File: src/rtl/i2c_chunk_seq.sv
module i2c_chunk_seq #(
  parameter int LEN_W = 8,
  parameter int MSG_W = 4
) (
  input  logic             clk,
  input  logic             rst_n,
  input  logic             start,
  input  logic             bus_free,
  input  logic             msg_valid,
  output logic             msg_ready,
  input  logic [LEN_W-1:0] msg_len,
  input  logic             msg_rd,
  input  logic             msg_last,
  input  logic [9:0]       msg_addr,
  input  logic             msg_ten,
  output logic             cmd_valid,
  output logic [1:0]       cmd_cnt,
  output logic             cmd_rd,
  output logic             cmd_chain,
  output logic             cmd_rstart,
  input  logic             cmp_valid,
  input  logic [2:0]       cmp_count,
  input  logic             cmp_err,
  output logic             buf_load,
  output logic             buf_unload,
  output logic [2:0]       buf_cnt,
  output logic             abort,
  output logic             recover_req,
  output logic             quick_req,
  output logic             done,
  output logic             done_ok,
  output logic [MSG_W-1:0] done_msgs
);

  typedef enum logic [2:0] {S_IDLE, S_MSG, S_LOAD, S_ISSUE, S_WAIT, S_UNLOAD} st_t;

  st_t              st;
  logic [LEN_W-1:0] rem;
  logic             rd_q, last_q, first_q, ten_q;
  logic [9:0]       addr_q;
  logic [MSG_W-1:0] cnt_q;

  logic       big, good, adv;
  logic [2:0] csize, cm1;

  assign big   = rem > LEN_W'(4);
  assign csize = big ? 3'd4 : rem[2:0];
  assign cm1   = csize - 3'd1;
  assign good  = !cmp_err && (cmp_count == csize);
  assign adv   = (st == S_WAIT && cmp_valid && good && !rd_q) || st == S_UNLOAD;

  assign msg_ready  = st == S_MSG;
  assign cmd_valid  = st == S_ISSUE;
  assign buf_load   = st == S_LOAD;
  assign buf_unload = st == S_UNLOAD;
  assign buf_cnt    = csize;
  assign cmd_cnt    = cm1[1:0];
  assign cmd_rd     = rd_q;
  assign cmd_chain  = big;
  assign cmd_rstart = !big && !last_q;

  always_ff @(posedge clk or negedge rst_n) begin
    if (!rst_n) begin
      st <= S_IDLE;
      rem <= '0;
      rd_q <= 1'b0;
      last_q <= 1'b0;
      first_q <= 1'b0;
      ten_q <= 1'b0;
      addr_q <= '0;
      cnt_q <= '0;
      done <= 1'b0;
      done_ok <= 1'b0;
      done_msgs <= '0;
      abort <= 1'b0;
      recover_req <= 1'b0;
      quick_req <= 1'b0;
    end else begin
      done <= 1'b0;
      abort <= 1'b0;
      recover_req <= 1'b0;
      quick_req <= 1'b0;
      case (st)
        S_IDLE: if (start) begin
          cnt_q <= '0;
          first_q <= 1'b1;
          if (!bus_free) begin
            recover_req <= 1'b1;
            done <= 1'b1;
            done_ok <= 1'b0;
            done_msgs <= '0;
          end else st <= S_MSG;
        end
        S_MSG: if (msg_valid) begin
          first_q <= 1'b0;
          if (msg_len == '0) begin
            done <= 1'b1;
            st <= S_IDLE;
            if (first_q && msg_last) begin
              quick_req <= 1'b1;
              done_ok <= 1'b1;
              done_msgs <= MSG_W'(1);
            end else begin
              done_ok <= 1'b0;
              done_msgs <= cnt_q;
            end
          end else if (!first_q && (msg_addr != addr_q || msg_ten != ten_q)) begin
            done <= 1'b1;
            done_ok <= 1'b0;
            done_msgs <= cnt_q;
            st <= S_IDLE;
          end else begin
            rem <= msg_len;
            rd_q <= msg_rd;
            last_q <= msg_last;
            if (first_q) begin
              addr_q <= msg_addr;
              ten_q <= msg_ten;
            end
            st <= msg_rd ? S_ISSUE : S_LOAD;
          end
        end
        S_LOAD:  st <= S_ISSUE;
        S_ISSUE: st <= S_WAIT;
        S_WAIT: begin
          if (cmp_valid && !good) begin
            done <= 1'b1;
            done_ok <= 1'b0;
            done_msgs <= cnt_q;
            abort <= big || !last_q;
            st <= S_IDLE;
          end else if (cmp_valid && rd_q) st <= S_UNLOAD;
        end
        default: ;
      endcase
      if (adv) begin
        rem <= rem - LEN_W'(csize);
        if (!big) begin
          cnt_q <= cnt_q + MSG_W'(1);
          if (last_q) begin
            done <= 1'b1;
            done_ok <= 1'b1;
            done_msgs <= cnt_q + MSG_W'(1);
            st <= S_IDLE;
          end else st <= S_MSG;
        end else st <= rd_q ? S_ISSUE : S_LOAD;
      end
    end
  end

  p_cmd_pulse_r11: assert property (@(posedge clk) disable iff (!rst_n)
    cmd_valid |=> !cmd_valid);
  p_load_then_write_r5: assert property (@(posedge clk) disable iff (!rst_n)
    buf_load |=> cmd_valid && !cmd_rd);
  p_unload_after_cmp_r5: assert property (@(posedge clk) disable iff (!rst_n)
    buf_unload |-> $past(cmp_valid));
  p_chain_full_r2: assert property (@(posedge clk) disable iff (!rst_n)
    cmd_valid && cmd_chain |-> cmd_cnt == 2'd3 && !cmd_rstart);
  p_abort_fails_r8: assert property (@(posedge clk) disable iff (!rst_n)
    abort |-> done && !done_ok);
  p_recover_empty_r9: assert property (@(posedge clk) disable iff (!rst_n)
    recover_req |-> done && !done_ok && done_msgs == '0);
  p_quick_pass_r6: assert property (@(posedge clk) disable iff (!rst_n)
    quick_req |-> done && done_ok);
  p_done_pulse_r10: assert property (@(posedge clk) disable iff (!rst_n)
    done |=> !done);

endmodule

File: config.mk
export PLATFORM = sky130hd
export DESIGN_NAME = i2c_chunk_seq
export DESIGN_NICKNAME = d
export VERILOG_FILES = /design/src/rtl/i2c_chunk_seq.sv
export SDC_FILE = /design/constraint.sdc
export NUM_CORES = 1
export LEC_CHECK = 0
export BUFFER_PORTS_ARGS = -buffer_cell sky130_fd_sc_hd__buf_2
export CAP_MARGIN = 20
export CORE_MARGIN = 2
export CORE_UTILIZATION = 40
export CTS_CLUSTER_SIZE = 14
export DETAILED_ROUTE_END_ITERATION = 10
export PLACE_DENSITY = 0.65
export SYNTH_ARGS = -nofsm -noshare
export SYNTH_HDL_FRONTEND = slang
export SYNTH_SLANG_ARGS = --single-unit
File: constraint.sdc
create_clock -name clk -period 2.9 [get_ports clk]
set_input_delay 0.87 -clock clk [delete_from_list [all_inputs] [get_ports clk]]
set_output_delay 0.87 -clock clk [all_outputs]
set_load 0.02 [all_outputs]
# --- Word-level counts from Yosys, hierarchy flattened ---
# Cells that the tools add are included.
word_totals:
  reg_bits: 38
  input_bits: 31
  out_inout_bits: 21
  wordCells: 129
op_classes:
  n_addsub: 3
  order_cmp: 1
  eq_ne: 16
  mux: 64
  bitwise_logic: 2
  reduce_logical: 29
op_table:
  columns: ["operator", "n"]
  rows:
  - ["2-to-1 mux 4 bit", 14]
  - ["2-to-1 mux 8 bit", 5]
  - ["2-to-1 mux 1 bit", 30]
  - ["2-to-1 mux 3 bit", 8]
  - ["case mux 3 bit (5 select lines)", 1]
  - ["case mux 4 bit (3 select lines)", 1]
  - ["inequality test 10 bit", 1]
  - ["AND reduction 5 bit", 2]
  - ["logical AND 1 bit", 9]
  - ["> comparator 8 x 3 -> 1 bit, second input constant", 1]
  - ["zero test 8 bit", 1]
  - ["inequality test 2 bit, second input constant", 4]
  - ["AND reduction 4 bit", 2]
  - ["subtractor 8 x 3 -> 8 bit", 1]
  - ["equality test 3 x 2 -> 1 bit, second input constant", 2]
  - ["equality test 3 bit, second input constant", 2]
  - ["zero test 1 bit", 6]
  - ["inequality test 3 bit, second input constant", 2]
  - ["case mux 1 bit (3 select lines)", 2]
  - ["nonzero test 2 bit", 3]
  - ["nonzero test 6 bit", 1]
  - ["adder 4 x 1 -> 4 bit, second input constant", 1]
  - ["2-to-1 mux 2 bit", 2]
  - ["inequality test 4 x 2 -> 1 bit, second input constant", 1]
  - ["10 further kinds", 13]

# --- Longest topological paths before layout ---
logic_depth:
  ltp_word: 11
  depth_mapped: 10
  depth_no_buf: 9

# --- Least setup slack after synthesis ---
# OpenSTA, ideal clock, no wires.
synth_path:
  kind: "input to register"
  startpoint: "input msg_len[4]"
  endpoint: "register done_ok"
  setup_time_ps: 124
  t_arrival_ps: 2428
  required_ps: 2776
  path_slack_ps: 348
  stages: 7
  cell_sequence: "or4_1 > nor2_1 > nor2_1 > nand2b_1 > clkbuf_1 > nand2b_1 > a211o_1"
synth_between:
  elab_chain_len: 7
synth_lines:
  columns: ["element", "line_no", "source"]
  rows:
  - ["from (decl)", "11", "input logic [LEN_W-1:0] msg_len,"]
  - ["zero test 8 bit (*)", "96", "if (msg_len == '0) begin"]
  - ["2-to-1 mux 1 bit (*)", "96", null]
  - ["2-to-1 mux 1 bit (*)", "94", "S_MSG: if (msg_valid) begin"]
  - ["case mux 1 bit (3 select lines) (*)", "83", "case (st)"]
  - ["2-to-1 mux 1 bit", "140", "if (last_q) begin"]
  - ["2-to-1 mux 1 bit", "138", "if (!big) begin"]
  - ["2-to-1 mux 1 bit (*)", "136", "if (adv) begin"]
  - ["to (signal assigned)", "90", "done_ok <= 1'b0;"]
  - ["to (signal assigned)", "101", "done_ok <= 1'b1;"]
  - ["to (signal assigned)", "142", "done_ok <= 1'b1;"]
  - ["to (decl)", "31", "output logic done_ok,"]
# Every way passes the cells marked *; elsewhere a longest branch is shown, timed or not.
# A chain may end at the register's enable or synchronous reset.

# --- Worst setup path after layout ---
layout_path:
  startpoint: "register rem[6]"
  endpoint: "output cmd_rstart"
layout_between:
  elab_chain_len: 3
layout_lines:
  columns: ["element", "line_no", "source"]
  rows:
  - ["from (decl)", "38", "logic [LEN_W-1:0] rem;"]
  - ["from (signal assigned)", "113", "rem <= msg_len;"]
  - ["from (signal assigned)", "137", "rem <= rem - LEN_W'(csize);"]
  - ["> comparator 8 x 3 -> 1 bit", "46", "assign big = rem > LEN_W'(4);"]
  - ["zero test 1 bit", null, null]
  - ["logical AND 1 bit", "60", "assign cmd_rstart = !big && !last_q;"]
  - ["to (decl)", "20", "output logic cmd_rstart,"]
# Every way passes these cells.

==> impl_metrics.env <==
export IMPL_grt_use_total=0.185
export IMPL_ctsResizeCount=0
export IMPL_antenna_left=0
export IMPL_cellLeakagePower_nw=1.34
export IMPL_vias_per_cell=5.51
export IMPL_antenna_cells=0
export IMPL_synth_cells=237
export IMPL_ir_drop_v=0.000520
export IMPL_reg2reg_depth=8
export IMPL_die_area_um2=6230
export IMPL_grt_ovfl_total=0
export IMPL_rows=27
export IMPL_final_hold_viol_count=0
export IMPL_drv_cap=0
export IMPL_final_cell_mix="buf_2 (51), dfrtp_1 (38), nand2_1 (23)"
export IMPL_worstHoldPathType="flop to flop"
export IMPL_yosysSeqAreaShare=0.423
export IMPL_gp_congestion=0.881
export IMPL_async_flop_share=1.00
export IMPL_tightest_slew_ns=0.840
export IMPL_clock_fmax_ghz=0.363
export IMPL_vias=2034
export IMPL_min_period_over_period=0.950
export IMPL_post_cts_buffers=0
export IMPL_syn_area_per_cell_um2=9.48
export IMPL_wirelength_mm=5.43
export IMPL_syn_nets=270
export IMPL_startpoint_type="flop"
export IMPL_end_kind="output port"
export IMPL_syn2layout_area_growth_pct=23.0
export IMPL_htree_levels=2
export IMPL_final_nets=329
export IMPL_clock_path_buffers=2
export IMPL_slew_headroom=0.440
export IMPL_finish_utilization=0.505
export IMPL_cellPowerDensity_nw_per_um2=918
export IMPL_yosys_warnings=0
export IMPL_drive_above_1_share=0.310
export IMPL_crit_arrival_ns=1.89
export IMPL_die_y_um=78.9
export IMPL_tns_ns=0
export IMPL_rsz0062_at_grt="no"
export IMPL_crit_start="rem[6]$_DFFE_PN0P_"
export IMPL_fin_worst_skew_ns=0.00737
export IMPL_dpl_hpwl_mm=4.13
export IMPL_grt_pass1_wl_mm=9.02
export IMPL_min_period_ns=2.76
export IMPL_routed_wl_met2_mm=2.49
export IMPL_start_util=0.410
export IMPL_path_clk_slew_ns=0.08
export IMPL_yosys_most_used_dff="dfrtp_1"
export IMPL_worstSetupPathType="flop to output port"
export IMPL_io_pins=52
export IMPL_dr_wl_met3_um=237
export IMPL_detail_route_wl_per_cell_um=14.7
export IMPL_worstPathRequired_ns=2.03
export IMPL_cts_hold_fix_buffers=0
export IMPL_status="complete, no violations"
export IMPL_wl_met1_mm=2.58
export IMPL_highest_signal_layer="met4"
export IMPL_grt_pass1_vias=1953
export IMPL_finalMaxSlewViolations=0
export IMPL_grt_max_degree=39
export IMPL_final_common_cell="buf_2"
export IMPL_fin_cells=369
export IMPL_cts_sinks=38
export IMPL_cts_tree="yes"
export IMPL_portBuffers=51
export IMPL_core_area_um2=5470
export IMPL_critical_path_max_fanout=6
export IMPL_reg2reg_to="done_ok$_DFF_PN0_"
export IMPL_synth_cell_type_count=52
export IMPL_clock_root_buffer="clkbuf_8"
export IMPL_synth_seq_cells=38
export IMPL_drt_iter0_markers=66
export IMPL_antenna_found_initial=0
export IMPL_numCtsBuffers=5
export IMPL_synth_edf_count=0
export IMPL_p_total_mw=2.53
export IMPL_clk_latency_ns=0.29
export IMPL_ff2ff_setup_slack_ns=0.52
export IMPL_firstDrtPassIters=4
export IMPL_post_route_drc_count=0
export IMPL_synth_area_um2=2250
export IMPL_die_w_um=78.9
export IMPL_worstReg2RegStart="rem[6]$_DFFE_PN0P_"
export IMPL_finalSetupViolations=0
export IMPL_dpl_cell_count=361
export IMPL_worstSetupEndpoint="cmd_rstart"
[how the worst min path moves through the flow]
stage / start / to / slack (ns) / cells past startpoint
final: done_ok$_DFF_PN0_ / done_ok$_DFF_PN0_ / 0.50 / 1
after global routing: done_ok$_DFF_PN0_ / done_ok$_DFF_PN0_ / 0.52 / 1
after CTS: done_ok$_DFF_PN0_ / done_ok$_DFF_PN0_ / 0.50 / 1
after detailed placement: done_ok$_DFF_PN0_ / done_ok$_DFF_PN0_ / 0.48 / 1
after global placement: done_ok$_DFF_PN0_ / done_ok$_DFF_PN0_ / 0.49 / 1
after floorplan: last_q$_DFFE_PN0P_ / last_q$_DFFE_PN0P_ / 0.48 / 2
[through the flow]
stage / worst slack [ns] / hold WS [ns] / cell area, um^2
5_1_grt: 0.000433 / 0.525 / 2760
4_1_cts: 0.150 / 0.500 / 2760
3_5_place_dp: 0.241 / 0.483 / 2620
6_report: 0.144 / 0.502 / 2760
2_1_floorplan: 0.348 / 0.482 / 2250
3_3_place_gp: 0.274 / 0.488 / 2620
[final cells by class]
class / instances / area (um^2)
fill: 540 / 2710
multi-input combinational: 182 / 1220
sequential: 38 / 951
timing repair buffer: 61 / 330
tap: 72 / 90.1
clock buffer: 6 / 82.6
clock inverter: 2 / 60.1
inverter: 8 / 30.0
[sequential cells by signal, summed over array words and instances, names as in the netlist]
name,count
done_msgs,4
rem,8
cnt_q,4
first_q,1
st,3
done,1
addr_q,10
quick_req,1
last_q,1
abort,1
cmd_rd,1
done_ok,1
recover_req,1
ten_q,1
[report_power, final]
group	internal [mW]	total, mW	switching (mW)	leakage (nW)
Sequential	0.725	0.945	0.219	0.484
Clock	0.367	0.555	0.188	0.0714
Combinational	0.475	1.03	0.559	0.784
Total	1.57	2.53	0.966	1.34
[synth_stat cells, types with 2 or more instances]
master	count	area, um^2
or4_1	2	15.0
mux2i_1	2	20.0
nor2_1	19	71.3
o31ai_1	3	22.5
inv_1	8	30.0
mux2_2	14	158
or3_1	2	12.5
o211ai_1	4	30.0
and2_1	7	43.8
nor3_1	9	45.0
nor4_1	3	18.8
nand2_1	23	86.3
a31oi_1	4	25.0
o221ai_1	2	17.5
o311ai_0	2	17.5
clkbuf_1	5	18.8
a21bo_2	3	30.0
xor2_1	14	123
nand2b_1	4	25.0
a221oi_1	2	17.5
o21ai_0	18	90.1
nor2b_1	3	18.8
nand3_1	7	35.0
ha_1	2	25.0
a211o_1	3	26.3
buf_2	2	10.0
a21oi_1	8	40.0
dfrtp_1	38	951
[critical path, cell delays in order (launching register included)]
cell     delay (ns)
dfrtp_1        0.45
nor3_1         0.42
and3b_1        0.33
inv_1          0.13
nor2_1         0.10
buf_2          0.17
[kinds of logic (layout without fill, tap and decap cells)]
group                    count (synthesis)  count (layout)  synth area share
multiplexers                            16              16            0.0791
buffers and inverters                   17              77            0.0345
flip-flops                              38              38             0.423
AO/OA/AOI/OAI                           62              62             0.193
AND/OR/NAND/NOR                         87              87             0.202
other                                    1               1           0.00167
XOR/XNOR                                14              14            0.0546
adder cells (fa/ha/maj)                  2               2            0.0111
[per-layer routing]
metal,track usage,vias to the layer above
met5,0,-
li1,-,983
met1,0.252,986
met4,0.0707,0
met2,0.298,54
met3,0.0295,11
No activity file was read; power rests on OpenSTA's default activity.
